===== config.mk =====
export PLATFORM = sky130hd
export DESIGN_NAME = irq_mask_bank
export DESIGN_NICKNAME = d
export VERILOG_FILES = /design/src/rtl/irq_bank_pkg.sv /design/src/rtl/irq_reg_decode.sv /design/src/rtl/irq_mask_reg.sv /design/src/rtl/irq_status_reg.sv /design/src/rtl/irq_read_mux.sv /design/src/rtl/irq_mask_bank.sv
export SDC_FILE = /design/constraint.sdc
export NUM_CORES = 1
export LEC_CHECK = 0
export CORE_MARGIN = 4
export CORE_UTILIZATION = 28
export DETAILED_ROUTE_END_ITERATION = 12
export GPL_TIMING_DRIVEN = 0
export SETUP_SLACK_MARGIN = 0.2
export SLEW_MARGIN = 5
export SYNTH_ARGS = -nofsm -noshare
export SYNTH_HDL_FRONTEND = slang
export SYNTH_SLANG_ARGS = --single-unit

===== constraint.sdc =====
create_clock -name clk -period 4.7 [get_ports clk]
set_clock_uncertainty 0.05 [all_clocks]
set_input_delay 0.705 -clock clk [delete_from_list [all_inputs] [get_ports clk]]
set_output_delay 0.705 -clock clk [all_outputs]
set_load 0.01 [all_outputs]

===== src/rtl/irq_bank_pkg.sv =====
package irq_bank_pkg;

    parameter int IRQ_ADDR_W = 8;
    parameter int IRQ_DATA_W = 32;

    localparam logic [IRQ_ADDR_W-1:0] ADR_ARM    = 8'h08;
    localparam logic [IRQ_ADDR_W-1:0] ADR_DISARM = 8'h0C;
    localparam logic [IRQ_ADDR_W-1:0] ADR_MASK   = 8'h10;
    localparam logic [IRQ_ADDR_W-1:0] ADR_STAT   = 8'h14;
    localparam logic [IRQ_ADDR_W-1:0] ADR_LIVE   = 8'h2C;

    typedef enum logic [2:0] {
        SEL_NONE,
        SEL_ARM,
        SEL_DISARM,
        SEL_MASK,
        SEL_STAT,
        SEL_LIVE
    } reg_sel_t;

    function automatic reg_sel_t decode_addr(input logic [IRQ_ADDR_W-1:0] a);
        case (a)
            ADR_ARM:    return SEL_ARM;
            ADR_DISARM: return SEL_DISARM;
            ADR_MASK:   return SEL_MASK;
            ADR_STAT:   return SEL_STAT;
            ADR_LIVE:   return SEL_LIVE;
            default:    return SEL_NONE;
        endcase
    endfunction

endpackage


===== src/rtl/irq_reg_decode.sv =====
module irq_reg_decode
    import irq_bank_pkg::*;
(
    input  logic                  wr_en,
    input  logic                  rd_en,
    input  logic [IRQ_ADDR_W-1:0] addr,
    output logic                  arm_we,
    output logic                  disarm_we,
    output logic                  stat_we,
    output reg_sel_t              rd_sel
);
    reg_sel_t sel;

    always_comb begin
        sel       = decode_addr(addr);
        arm_we    = wr_en && (sel == SEL_ARM);
        disarm_we = wr_en && (sel == SEL_DISARM);
        stat_we   = wr_en && (sel == SEL_STAT);
        rd_sel    = rd_en ? sel : SEL_NONE;
    end
endmodule


===== src/rtl/irq_mask_reg.sv =====
module irq_mask_reg #(
    parameter int NUM_BITS = 13
) (
    input  logic                clk,
    input  logic                rst,
    input  logic                arm_we,
    input  logic                disarm_we,
    input  logic [NUM_BITS-1:0] bits,
    output logic [NUM_BITS-1:0] mask_q
);
    always_ff @(posedge clk) begin
        if (rst) begin
            mask_q <= '0;
        end else if (arm_we) begin
            mask_q <= mask_q | bits;
        end else if (disarm_we) begin
            mask_q <= mask_q & ~bits;
        end
    end
endmodule


===== src/rtl/irq_status_reg.sv =====
module irq_status_reg #(
    parameter int NUM_BITS = 13
) (
    input  logic                clk,
    input  logic                rst,
    input  logic                clr_we,
    input  logic [NUM_BITS-1:0] bits,
    input  logic [NUM_BITS-1:0] evt,
    output logic [NUM_BITS-1:0] status_q
);
    for (genvar i = 0; i < NUM_BITS; i++) begin : g_cell
        always_ff @(posedge clk) begin
            if (rst) begin
                status_q[i] <= 1'b0;
            end else if (evt[i]) begin
                status_q[i] <= 1'b1;
            end else if (clr_we && bits[i]) begin
                status_q[i] <= 1'b0;
            end
        end
    end
endmodule


===== src/rtl/irq_read_mux.sv =====
module irq_read_mux
    import irq_bank_pkg::*;
#(
    parameter int NUM_BITS = 13
) (
    input  reg_sel_t              rd_sel,
    input  logic [NUM_BITS-1:0]   mask_q,
    input  logic [NUM_BITS-1:0]   status_q,
    input  logic [NUM_BITS-1:0]   live_cond,
    output logic [IRQ_DATA_W-1:0] rdata
);
    localparam int PAD_W = IRQ_DATA_W - NUM_BITS;

    always_comb begin
        case (rd_sel)
            SEL_MASK: rdata = {{PAD_W{1'b0}}, mask_q};
            SEL_STAT: rdata = {{PAD_W{1'b0}}, status_q};
            SEL_LIVE: rdata = {{PAD_W{1'b0}}, live_cond};
            default:  rdata = '0;
        endcase
    end
endmodule


===== src/rtl/irq_mask_bank.sv =====
module irq_mask_bank
    import irq_bank_pkg::*;
#(
    parameter int NUM_BITS = 13
) (
    input  logic                  clk,
    input  logic                  rst,
    input  logic                  wr_en,
    input  logic                  rd_en,
    input  logic [IRQ_ADDR_W-1:0] addr,
    input  logic [IRQ_DATA_W-1:0] wdata,
    output logic [IRQ_DATA_W-1:0] rdata,
    input  logic [NUM_BITS-1:0]   evt_pulse,
    input  logic [NUM_BITS-1:0]   live_cond,
    output logic                  irq_out
);
    logic                arm_we, disarm_we, stat_we;
    reg_sel_t            rd_sel;
    logic [NUM_BITS-1:0] wbits;
    logic [NUM_BITS-1:0] mask_q;
    logic [NUM_BITS-1:0] status_q;
    logic                unused_hi;

    assign wbits     = wdata[NUM_BITS-1:0];
    assign unused_hi = ^wdata[IRQ_DATA_W-1:NUM_BITS];

    irq_reg_decode u_dec (
        .wr_en     (wr_en),
        .rd_en     (rd_en),
        .addr      (addr),
        .arm_we    (arm_we),
        .disarm_we (disarm_we),
        .stat_we   (stat_we),
        .rd_sel    (rd_sel)
    );

    irq_mask_reg #(.NUM_BITS(NUM_BITS)) u_mask (
        .clk       (clk),
        .rst       (rst),
        .arm_we    (arm_we),
        .disarm_we (disarm_we),
        .bits      (wbits),
        .mask_q    (mask_q)
    );

    irq_status_reg #(.NUM_BITS(NUM_BITS)) u_stat (
        .clk      (clk),
        .rst      (rst),
        .clr_we   (stat_we),
        .bits     (wbits),
        .evt      (evt_pulse),
        .status_q (status_q)
    );

    irq_read_mux #(.NUM_BITS(NUM_BITS)) u_rd (
        .rd_sel    (rd_sel),
        .mask_q    (mask_q),
        .status_q  (status_q),
        .live_cond (live_cond),
        .rdata     (rdata)
    );

    assign irq_out = |(status_q & mask_q);
endmodule


# Word-level counts from Yosys, hierarchy flattened
# Cells that the tools add are included.
[totals] reg_bits=26 in_bits=70 elab_cells=91 output_inout_bits=33
[classes] muxes=31 eq_ne=11 n_reduce_logical=31 bitwise=4
[ops] cell="13-bit case mux with 3 select lines" n=1
[ops] cell="2-bit nonzero test" n=14
[ops] cell="13-bit AND" n=2
[ops] cell="1-bit 2-to-1 mux" n=26
[ops] cell="13-bit 2-to-1 mux" n=2
[ops] cell="8-bit by 4-bit == test with 1-bit output, second input constant" n=2
[ops] cell="8-bit by 5-bit == test with 1-bit output, second input constant" n=2
[ops] cell="1-bit logical AND" n=16
[ops] cell="3-bit case mux with 5 select lines" n=1
[ops] cell="13-bit inverter" n=1
[ops] cell="13-bit OR" n=1
[ops] cell="13-bit OR reduction" n=1
[ops] cell="3-bit == test, second input constant" n=3
[ops] cell="8-bit by 6-bit == test with 1-bit output, second input constant" n=1
[ops] cell="3-bit by 2-bit == test with 1-bit output, second input constant" n=2
[ops] cell="3-bit by 1-bit == test with 1-bit output, second input constant" n=1
[ops] cell="3-bit 2-to-1 mux" n=1

# Logic depth before layout (Yosys ltp)
[depth] ltp_word=7 ltp_mapped=5 mapped_depth_nobuf=3

# Modules after synthesis
# A second synthesis with hierarchy kept.
[hier_totals] hier_cells=186 area_unflattened_um2=1859.3
[by_module_without_submodules] module="irq_status_reg" instances=1 area_per_inst_um2=563.0 seq_area_each_um2=260.2 cells_per_inst=54
[by_module_without_submodules] module="irq_mask_reg" instances=1 area_per_inst_um2=559.3 seq_area_each_um2=260.2 cells_per_inst=55
[by_module_without_submodules] module="irq_read_mux" instances=1 area_per_inst_um2=529.3 seq_area_each_um2=0.0 cells_per_inst=52
[by_module_without_submodules] module="irq_reg_decode" instances=1 area_per_inst_um2=146.4 seq_area_each_um2=0.0 cells_per_inst=17
[by_module_without_submodules] module="irq_mask_bank" instances=1 area_per_inst_um2=61.3 seq_area_each_um2=0.0 cells_per_inst=8

# Worst setup path after synthesis
# Ideal clock, no wire load.
[synth_timing] kind="input to output" start="in addr[7]" end="out rdata[0]" path_buffers=2 required_ns=3.945 cell_stages=5 t_arrival_ns=1.944 setup_slack_ns=2.001 cell_sequence="or4_1 > buf_2 > nor3b_4 > buf_6 > a221o_1"
[synth_via] elab_chain_cells=5 elab_cells_between_ends=11 classes_between="8 x eq/ne; 3 x mux"
[synth_lines] element="start: declaration" line_no="irq_mask_bank.sv:10" source="input logic [IRQ_ADDR_W-1:0] addr,"
[synth_lines] element="8-bit by 6-bit == test with 1-bit output (tied with other cells)" line_no="irq_bank_pkg.sv:22" source="case (a)"
[synth_lines] element="3-bit case mux with 5 select lines *" line_no="irq_bank_pkg.sv:22"
[synth_lines] element="3-bit 2-to-1 mux *" line_no="irq_reg_decode.sv:19" source="rd_sel = rd_en ? sel : SEL_NONE;"
[synth_lines] element="3-bit == test / 3-bit by 2-bit == test with 1-bit output (equally long branches)" line_no="irq_read_mux.sv:15" source="case (rd_sel)"
[synth_lines] element="13-bit case mux with 3 select lines *" line_no="irq_read_mux.sv:15"
[synth_lines] element="end: declaration" line_no="irq_mask_bank.sv:12" source="output logic [IRQ_DATA_W-1:0] rdata,"
# Mark *: on every way between the ends. The rest lies on a longest branch, timed or not.

# Worst setup path after layout
[layout_timing] start="in addr[7]" end="out rdata[7]"
# Same word-level chain as after synthesis.

==> flow_summary_export.csv <==
group,metric,value,unit
sta,setup_ws,723,ps
detailed_routing,vias_per_cell,5.19,
worst_setup_path,critPathKind,"input pin to output pin",
worst_setup_path,cp-end-kind,"output pin",
worst_setup_path,crit_required,3940,ps
placement,place_ws,742,ps
floorplanning,die_area,7030,µm²
hold_path,holdPathStages,2,
synthesis,synth.avg_cell_area,8.71,µm²
detailed_routing,dr.pass1.iters,4,
sta,tightest_slew,706,ps
cts,cts_setup_buffers,0,
layout,antenna_cells,0,
worst_setup_path,worstPathArrival,3220,ps
power_and_ir_drop,powerDensity,199,nW/µm²
floorplanning,start_util,29.1,%
floorplanning,die_h,83.9,µm
power_and_ir_drop,peakVddDrop,0.106,mV
sta,slew_viol_final,0,
sta,holdWs,473,ps
sta,max-slew-margin-rel,52.5,%
synthesis,synth.distinct_cells,30,
placement,gp_congestion,0.839,
cts,clkSinkCount,26,
hold_path,hold_class,"flop to flop",
status,status,"completed",
placement,numPortBuffers,62,
worst_setup_path,start_kind,"input pin",
sta,timing.final.crit_share,84.6,%
synthesis,synth_top_area_cell,"dfxtp_1",
sta,timing.setup.tns,0,ps
cts,postCtsHoldBufs,0,
synthesis,synth.area.top_cells,"dfxtp_1, a311oi_1, buf_4",
run,cap_violations,0,
grt,grt_use_total,15.7,%
detailed_routing,drc,0,
grt,grt_max_degree,15,
sta,hold_viol,0,
layout,fillers,572,
grt,grt_pass1_wl,9030,µm
layout,synthToLayoutAreaGrowth,51.7,%
detailed_routing,wire_per_inst,15.8,µm
detailed_routing,wl,5400,µm
cts,cts_tree,"yes",
sta,rsz0062_at_grt,"no",
floorplanning,die_x,83.9,µm
sta,period_needed,3980,ps
placement,hpwl,4280,µm
cts,cts_max_level,1,
synthesis,synth_top_area_share,32.3,%
sta,timing.fmax,251,MHz
power_and_ir_drop,p_leak,0.921,nW
cts,clk_latency,260,ps
grt,grt_pass1_vias,1752,
layout,regArea,520,µm²
synthesis,ys_ff_latch,26,
layout,nNetsFinal,340,
worst_setup_path,r2r_cells,2,
grt,antenna_found_initial,0,
synthesis,synthCells,185,
sta,setup_violations,0,
floorplanning,core-area,5540,µm²
cts,cts-resized-gates,0,
detailed_routing,ant_nets,0,
cts,clockBufferDepth,2,
floorplanning,ioPinCount,103,
layout,multiInputGateArea,903,µm²
synthesis,seq_area_frac_synth,32.3,%
layout,layout-drive-gt1-share,12.6,%
cts,clkTransAtPathRegs,90,ps
grt,grt_overflow,0,
layout,final_cell_count_no_fill,341,
worst_setup_path,worstPathMaxFanout,10,
detailed_routing,drtIter0Drc,92,
synthesis,syn_area,1610,µm²
detailed_routing,vias,1769,
synthesis,synth_warnings,0,
floorplanning,std_cell_rows,27,
placement,dp.cells,337,
cts,cts_root_buf,"clkbuf_8",
cts,numCtsBuffers,3,
-- worst max-delay path: stages --
cell and delay, ps:
clkdlybuf4s50_1 430, nor4_2 670, and4b_1 380, buf_2 260
a221o_1 220, clkdlybuf4s50_1 550
-- layer usage --
layer | global-route usage (%) | share of wire, % | up-vias
met5 | 0 | 0 | -
met4 | 4.53 | 1.3 | 0
met3 | 3.46 | 7.7 | 6
met2 | 23.2 | 43 | 84
met1 | 22.6 | 48 | 817
li1 | - | - | 862
-- kinds of logic after synthesis --
kind of cell           count (synthesis)  synth area share (%)
DFF                                   26                  32.3
AOI/OAI and AO/OA                     58                  30.4
buffers and inverters                 43                  15.8
other                                  1                 0.233
and+or+nand+nor                       57                  21.3
-- stage by stage --
stage	cell area, µm²	power [W]	utilization (%)
2_1_floorplan	1680	0.000286	-
6_report	2440	0.000485	44.1
5_1_grt	2440	0.000508	44.1
3_5_place_dp	2390	0.000344	43.1
4_1_cts	2440	0.000488	44.1
3_3_place_gp	2390	0.000344	43.1
-- synthesized netlist by cell type --
library cell,n
a311oi_1,26
dfxtp_1,26
buf_4,19
a221o_1,13
a31oi_1,13
nor2_1,13
nor2b_1,13
inv_1,8
nor4_1,8
clkbuf_1,7
buf_2,6
nand3_1,6
nor3_1,5
a22oi_1,3
and2_1,3
buf_6,2
a221oi_1,1
a222oi_1,1
a22o_1,1
and3_1,1
and4b_1,1
and4bb_1,1
buf_1,1
conb_1,1
nand2_2,1
nand3b_1,1
nor3b_1,1
nor3b_4,1
nor4_2,1
or4_1,1
-- path summary, 6_finish.rpt --
check / slack [ps] / endpoint / startpoint
worst min-delay path: 470 / u_stat.status_q[1] / u_stat.status_q[1]
worst min register to register: 470 / u_stat.status_q[1] / u_stat.status_q[1]
worst max-delay path: 720 / rdata[7] / addr[7]
worst max register to register: 3790 / u_stat.status_q[5] / u_stat.status_q[5]
-- cell usage in the layout (no fill, tap or decap), drive strengths merged --
cell,synthesis,routed
clkdlybuf4s50,0,62
a22oi,3,3
nor4,9,9
a311oi,26,26
and4b,1,1
nand3b,1,1
and4bb,1,1
or4,1,1
clkbuf,7,11
nor2b,13,13
nor2,13,13
nand3,6,6
nor3,5,5
buf,28,28
a22o,1,1
conb,1,19
a221oi,1,1
inv,8,8
a222oi,1,1
nor3b,2,2
a31oi,13,13
dfxtp,26,26
and2,3,3
and3,1,1
nand2,1,1
a221o,13,13
-- where the power goes --
part | internal, W | leakage, nW | total (W) | switching [W]
registers | 0.000228 | 0.214 | 0.000236 | 0.00000796
logic | 0.0000597 | 0.678 | 0.000104 | 0.0000443
clock network | 0.0000749 | 0.0288 | 0.000145 | 0.0000700
-- cell type report --
type                       count  area share [%]
clock buffer                   4            2.25
tap                           72            3.68
buffer                        35            9.21
multi-input combinational    134            36.9
inverter                       8            1.23
timing repair buffer          62            25.4
sequential                    26            21.3
No activity file was read; power rests on OpenSTA's default activity.
